File: src/rtl/prw_pkg.sv
package prw_pkg;

    localparam int ADDR_W  = 16;
    localparam int PAGE_W  = 4;
    localparam int NUM_ROM = 5;
    localparam int IMG_W   = 17;

    // Bank identifiers; the numeric value is the rom_cs_n bit index.
    typedef enum logic [2:0] {
        BANK_LO0  = 3'd0,
        BANK_LO1  = 3'd1,
        BANK_MID0 = 3'd2,
        BANK_MID1 = 3'd3,
        BANK_HI   = 3'd4,
        BANK_NONE = 3'd7
    } bank_id_e;

    typedef struct packed {
        logic [PAGE_W-1:0] page;
    } page_state_t;

    typedef struct packed {
        bank_id_e         id;
        logic [IMG_W-1:0] img_addr;
        logic             fill;
    } win_dec_t;

    function automatic logic [IMG_W-1:0] bank_base(input bank_id_e id);
        case (id)
            BANK_LO0:  bank_base = IMG_W'('h00000);
            BANK_LO1:  bank_base = IMG_W'('h04000);
            BANK_MID0: bank_base = IMG_W'('h08000);
            BANK_MID1: bank_base = IMG_W'('h0c000);
            BANK_HI:   bank_base = IMG_W'('h10000);
            default:   bank_base = '0;
        endcase
    endfunction

endpackage

File: src/rtl/prw_page_reg.sv
module prw_page_reg
    import prw_pkg::*;
#(
    parameter int                AW        = ADDR_W,
    parameter int                PW        = PAGE_W,
    parameter logic [ADDR_W-1:0] PAGE_ADDR = 16'hc900
) (
    input  logic          clk,
    input  logic          rst_n,
    input  logic [AW-1:0] cpu_addr,
    input  logic [PW-1:0] wdata_lo,
    input  logic          cpu_wr,
    output logic [PW-1:0] page
);

    page_state_t st_d, st_q;
    logic        load;

    always_comb begin
        st_d = st_q;
        load = cpu_wr && (cpu_addr == PAGE_ADDR);
        if (load) begin
            st_d.page = wdata_lo;
        end
    end

    always_ff @(posedge clk or negedge rst_n) begin
        if (!rst_n) begin
            st_q <= '0;
        end else begin
            st_q <= st_d;
        end
    end

    assign page = st_q.page;

    AST_PAGE_LOAD: assert property (@(posedge clk) disable iff (!rst_n)
        (cpu_wr && cpu_addr == PAGE_ADDR) |=> (page == $past(wdata_lo)));
    AST_PAGE_HOLD: assert property (@(posedge clk) disable iff (!rst_n)
        !(cpu_wr && cpu_addr == PAGE_ADDR) |=> $stable(page));

endmodule

File: src/rtl/prw_window_decode.sv
module prw_window_decode
    import prw_pkg::*;
#(
    parameter int                AW       = ADDR_W,
    parameter int                PW       = PAGE_W,
    parameter int                NROM     = NUM_ROM,
    parameter int                BAW      = IMG_W,
    parameter logic [ADDR_W-1:0] WIN_LAST = 16'h9fff
) (
    input  logic            clk,
    input  logic            rst_n,
    input  logic [AW-1:0]   cpu_addr,
    input  logic [PW-1:0]   page,
    input  logic            cpu_rd,
    input  logic            cpu_wr,
    output logic [NROM-1:0] rom_cs_n,
    output logic [BAW-1:0]  bank_addr,
    output logic            fill_oe
);

    localparam int SLOT_BITS = AW - 2;       // 16 KiB slots
    localparam int HI_BITS   = SLOT_BITS - 1; // top slot is 8 KiB

    win_dec_t         dec;
    logic             in_win;
    logic             rd_cyc;
    logic [1:0]       slot;
    logic [BAW-1:0]   offset;

    always_comb begin
        in_win = (cpu_addr <= WIN_LAST);
        rd_cyc = cpu_rd && !cpu_wr;
        slot   = cpu_addr[AW-1:AW-2];
        dec    = '{id: BANK_NONE, img_addr: '0, fill: 1'b0};

        if (in_win && rd_cyc && (page[1:0] == 2'b00)) begin
            case (slot)
                2'd0:    dec.id = page[2] ? BANK_LO1  : BANK_LO0;
                2'd1:    dec.id = page[2] ? BANK_MID1 : BANK_MID0;
                default: dec.id = page[2] ? BANK_NONE : BANK_HI;
            endcase
        end

        if (slot[1]) begin
            offset = BAW'(cpu_addr[HI_BITS-1:0]);
        end else begin
            offset = BAW'(cpu_addr[SLOT_BITS-1:0]);
        end

        if (dec.id != BANK_NONE) begin
            dec.img_addr = bank_base(dec.id) + offset;
        end
        dec.fill = in_win && rd_cyc && (dec.id == BANK_NONE);
    end

    for (genvar i = 0; i < NROM; i++) begin : g_rom_cs
        assign rom_cs_n[i] = (dec.id != bank_id_e'(i));
    end

    assign bank_addr = dec.img_addr;
    assign fill_oe   = dec.fill;

    AST_NO_WR_ROM: assert property (@(posedge clk) disable iff (!rst_n)
        cpu_wr |-> (&rom_cs_n));
    AST_FILL_EMPTY: assert property (@(posedge clk) disable iff (!rst_n)
        fill_oe |-> ((&rom_cs_n) && cpu_rd));
    AST_BANK_ZERO: assert property (@(posedge clk) disable iff (!rst_n)
        (&rom_cs_n) |-> (bank_addr == '0));
    AST_ODD_PAGE: assert property (@(posedge clk) disable iff (!rst_n)
        (page[1:0] != 2'b00) |-> (&rom_cs_n));

endmodule

File: src/rtl/prw_fixed_decode.sv
module prw_fixed_decode
    import prw_pkg::*;
#(
    parameter int                AW     = ADDR_W,
    parameter logic [ADDR_W-1:0] RAM_LO = 16'ha000,
    parameter logic [ADDR_W-1:0] RAM_HI = 16'hbfff,
    parameter logic [ADDR_W-1:0] PAL_LO = 16'hc000,
    parameter logic [ADDR_W-1:0] PAL_HI = 16'hc7ff,
    parameter logic [ADDR_W-1:0] FIX_LO = 16'he000,
    parameter logic [ADDR_W-1:0] FIX_HI = 16'hffff
) (
    input  logic          clk,
    input  logic          rst_n,
    input  logic [AW-1:0] cpu_addr,
    input  logic          cpu_rd,
    input  logic          cpu_wr,
    output logic          wram_cs_n,
    output logic          pal_cs_n,
    output logic          fixrom_cs_n
);

    localparam int NREG = 3;

    logic [NREG-1:0] hit;
    logic            active;

    function automatic logic [2*ADDR_W-1:0] region(input int k);
        case (k)
            0:       region = {RAM_LO, RAM_HI};
            1:       region = {PAL_LO, PAL_HI};
            default: region = {FIX_LO, FIX_HI};
        endcase
    endfunction

    assign active = cpu_rd || cpu_wr;

    for (genvar k = 0; k < NREG; k++) begin : g_region
        localparam logic [2*ADDR_W-1:0] BOUNDS = region(k);
        localparam logic [AW-1:0]       LO     = BOUNDS[2*ADDR_W-1:ADDR_W];
        localparam logic [AW-1:0]       HI     = BOUNDS[ADDR_W-1:0];
        assign hit[k] = active && (cpu_addr >= LO) && (cpu_addr <= HI);
    end

    assign wram_cs_n   = !hit[0];
    assign pal_cs_n    = !hit[1];
    assign fixrom_cs_n = !hit[2];

    AST_FIXED_IDLE: assert property (@(posedge clk) disable iff (!rst_n)
        !(cpu_rd || cpu_wr) |-> (wram_cs_n && pal_cs_n && fixrom_cs_n));
    AST_FIXED_GAP: assert property (@(posedge clk) disable iff (!rst_n)
        (cpu_addr >= 16'hc800 && cpu_addr < 16'he000) |-> (wram_cs_n && pal_cs_n && fixrom_cs_n));

endmodule

File: src/rtl/paged_rom_decoder.sv
module paged_rom_decoder
    import prw_pkg::*;
#(
    parameter logic [ADDR_W-1:0] PAGE_ADDR = 16'hc900,
    parameter logic [ADDR_W-1:0] WIN_LAST  = 16'h9fff
) (
    input  logic               clk,
    input  logic               rst_n,
    input  logic [ADDR_W-1:0]  cpu_addr,
    input  logic [7:0]         cpu_wdata,
    input  logic               cpu_rd,
    input  logic               cpu_wr,
    output logic [NUM_ROM-1:0] rom_cs_n,
    output logic               wram_cs_n,
    output logic               pal_cs_n,
    output logic               fixrom_cs_n,
    output logic [IMG_W-1:0]   bank_addr,
    output logic               fill_oe
);

    logic [PAGE_W-1:0] page;
    logic              unused_data_hi;

    assign unused_data_hi = ^cpu_wdata[7:PAGE_W];

    prw_page_reg #(
        .AW        (ADDR_W),
        .PW        (PAGE_W),
        .PAGE_ADDR (PAGE_ADDR)
    ) u_page (
        .clk      (clk),
        .rst_n    (rst_n),
        .cpu_addr (cpu_addr),
        .wdata_lo (cpu_wdata[PAGE_W-1:0]),
        .cpu_wr   (cpu_wr),
        .page     (page)
    );

    prw_window_decode #(
        .AW       (ADDR_W),
        .PW       (PAGE_W),
        .NROM     (NUM_ROM),
        .BAW      (IMG_W),
        .WIN_LAST (WIN_LAST)
    ) u_win (
        .clk       (clk),
        .rst_n     (rst_n),
        .cpu_addr  (cpu_addr),
        .page      (page),
        .cpu_rd    (cpu_rd),
        .cpu_wr    (cpu_wr),
        .rom_cs_n  (rom_cs_n),
        .bank_addr (bank_addr),
        .fill_oe   (fill_oe)
    );

    prw_fixed_decode #(
        .AW (ADDR_W)
    ) u_fixed (
        .clk         (clk),
        .rst_n       (rst_n),
        .cpu_addr    (cpu_addr),
        .cpu_rd      (cpu_rd),
        .cpu_wr      (cpu_wr),
        .wram_cs_n   (wram_cs_n),
        .pal_cs_n    (pal_cs_n),
        .fixrom_cs_n (fixrom_cs_n)
    );

    AST_ONE_SELECT: assert property (@(posedge clk) disable iff (!rst_n)
        $countones({~rom_cs_n, ~wram_cs_n, ~pal_cs_n, ~fixrom_cs_n}) <= 1);

endmodule

File: config.mk
export PLATFORM = sky130hd
export DESIGN_NAME = paged_rom_decoder
export DESIGN_NICKNAME = d
export VERILOG_FILES = /design/src/rtl/prw_pkg.sv /design/src/rtl/prw_page_reg.sv /design/src/rtl/prw_window_decode.sv /design/src/rtl/prw_fixed_decode.sv /design/src/rtl/paged_rom_decoder.sv
export SDC_FILE = /design/constraint.sdc
export NUM_CORES = 1
export LEC_CHECK = 0
export ABC_CLOCK_PERIOD_IN_PS = 1700
export BUFFER_PORTS_ARGS = -buffer_cell sky130_fd_sc_hd__buf_2
export CAP_MARGIN = 30
export CORE_MARGIN = 2
export CORE_UTILIZATION = 30
export DETAILED_ROUTE_END_ITERATION = 6
export HOLD_SLACK_MARGIN = 0.15
export PLACE_DENSITY = 0.78
export SLEW_MARGIN = 40
export SYNTH_ARGS = -nofsm -noshare
export SYNTH_HDL_FRONTEND = slang
export SYNTH_SLANG_ARGS = --single-unit
File: constraint.sdc
create_clock -name clk -period 1.7 [get_ports clk]
set_input_delay 0.255 -clock clk [delete_from_list [all_inputs] [get_ports clk]]
set_output_delay 0.255 -clock clk [all_outputs]
set_load 0.02 [all_outputs]
==> results.md <==
- Crit path kind: reg2out
- Post-Synthesis Cells: 50
- Leakage: 0.448 nW
- CTS sink cnt: 3
- Register area: 75.1 µm²
- Grt total ovfl: 0
- Async SR Flop Fraction: 1.00
- Antenna cells: 0
- Multi-input gate area: 364 µm²
- Synth top area cells: and2_1 (25%), dfrtp_1 (19%), mux2_1 (8.4%), nor4b_4 (5.9%), nor2_1 (4.7%)
- Failing checks: setup timing
- Post-route ant nets: 0
- Clock root cell: clkbuf_4
- Max_slew headroom: 0.750
- Worst-case clock buffer depth: 2
- Layout cells sized above 1: 0.720
- Synthesized area: 400 µm²
- Register area share after synthesis: 0.188
- Pin count of the biggest net entering global routing: 8
- Die height: 40.5 µm
- DRC viols: 0
- Clock Latency Late Sink: 0.23 ns
- Global-route usage over all layers: 0.216
- Power Dens Cells: 374 nW/µm²
- RSZ-0062 raised after global routing: yes
- Worst path arrival time: 1.57 ns
- Final Hold Viols: 0
- Setup violators final: 21
- Area delta synth->final: 123%
- Fin util: 0.704
- First-pass GRT wire length: 2300 µm
- Status: complete, but fails checks
- Initial antenna violation count: 0
- Worst slew pin tran: 0.371 ns
- Seq cells post-synth: 3
- Initial Util: 0.316
- CP endpoint kind: output pin
- Main synth FF type: dfrtp_1
- Iteration-0 DRC Markers: 3
- H-tree level count: 1
- Post-Syn Area per Cell: 8.01 µm²
- CTS tree: built
- Routed length per placed instance: 12.2 µm
- HP Class: in2reg
- Maximum clock rate: 0.548 GHz
- Drt pass-1 iters: 2
- Final net count: 136
- Max VDD drop: 0.324 mV
- Via density: 4.61
- Final Cycle Share: 1.07
- Slew Limit Fails: 0
- Startpoint types: flop
- CP max FO: 7
- Max cap viols: 0
- PortBufs: 48
- Min cycle time layout: 1.82 ns
- Vias in the first global route: 539
- Gpl congestion: 0.674
- Synthesized Nets: 78
- EDFF count, synth: 0
- Synth top cells by count: and2_1 (16), nor2_1 (5), dfrtp_1 (3), mux2_1 (3), nand2_1 (3)
- DP HPWL: 1010 µm
- Num CTS Buffers: 3
- Max reg flops: 3
- Die W: 40.5 µm
- Setup Skew: 0 ns
- Routed via count: 563
- Cell taking the most area after synthesis: and2_1
- Die Area: 1640 µm²
- Row cnt: 13
- Final-layout fill cell count: 102
- Yosys warns: 0
- Synth top area share: 0.250
- Core area: 1270 µm²
- I/O Pins: 54
- Post-route worst setup slack: -0.124 ns
- CTS clk-pin slew, worst paths: 0.04 ns
- Most instantiated library cell after synthesis: and2_1
- Routed Wire Length: 1490 µm
- CP required: 1.44 ns
- Post-synth cell types: 21
- Setup TNS: -1.80 ns
-- stage by stage --
stage / setup WS (ns) / power [mW] / instance area (µm²) / hold slack [ns] / cells
after floorplan: 0.0486 / 0.121 / 407 / -0.0406 / 50
after global placement: 0.0929 / 0.175 / 673 / 0.0512 / 114
after detailed placement: 0.0514 / 0.178 / 673 / 0.0543 / 114
after CTS: -0.117 / 0.337 / 900 / 0.235 / 124
after global routing: -0.204 / 0.356 / 893 / 0.257 / 122
final: -0.124 / 0.334 / 893 / 0.241 / 122
-- layout by cell type (no fill, tap or decap), types with 2 or more instances in the layout --
master    instances
and2_4           14
clkbuf_4          3
nor2_1            5
mux2_1            3
nand3b_1          2
nor4b_2           2
buf_6            18
buf_4             7
or3_1             2
nand2_1           3
dfrtp_1           3
nand3_1           2
buf_2            28
and2_1            2
nand2b_1          2
-- critical path: stages, from the launching register on --
cell and delay (ns):
dfrtp_1 0.36, or2_4 0.28, a21oi_2 0.12, nor2b_4 0.18, buf_6 0.14, and2_4 0.15
buf_6 0.11
-- final cells by class --
class / instances / area share
inverters: 1 / 0.00420
well taps: 15 / 0.0210
flip-flops and latches: 3 / 0.0840
clock buffers: 4 / 0.0294
repair buffers: 54 / 0.454
multi-input cells: 45 / 0.408
-- kinds of logic (layout without fill, tap and decap cells) --
kind of cell,after synthesis,after routing,share of synthesized area
mux,3,3,0.0844
buf+inv,2,59,0.0281
flops,3,3,0.187
simple gates,39,39,0.653
compound gates,3,3,0.0469
-- power breakdown --
group	switching [mW]	total, mW	internal, mW
clock	0.0338	0.122	0.0877
combinational	0.0674	0.141	0.0735
sequential	0.0000224	0.0719	0.0719
-- what timing repair did --
item | in CTS | in global routing
setup buffers | 4 | 0
setup endpoints to repair | 19 | 23
gates cloned | 1 | 0
pin swaps | 17 | 2
hold buffers | 1 | 0
hold endpoints to repair | 3 | 0
resized for setup | 51 | 3
-- path summary, 6_finish.rpt --
check	cells after the start	slack (ns)	start	endpoint
max reg2reg	1	0.84	u_page.page[2]	u_page.page[2]
max in group asynchronous	2	1.23	rst_n	u_page.page[2]
min in group asynchronous	2	0.36	rst_n	u_page.page[0]
min reg2reg	1	0.48	u_page.page[0]	u_page.page[0]
max	6	-0.12	u_page.page[1]	bank_addr[0]
min	2	0.24	cpu_wdata[0]	u_page.page[0]
-- metal layers --
metal,up-vias,global-route usage,share of wire
met4,0,0.108,0.014
li1,286,-,-
met5,-,0,0
met1,261,0.218,0.36
met3,2,0.0389,0.037
met2,14,0.413,0.58
No activity file was read; power rests on OpenSTA's default activity.
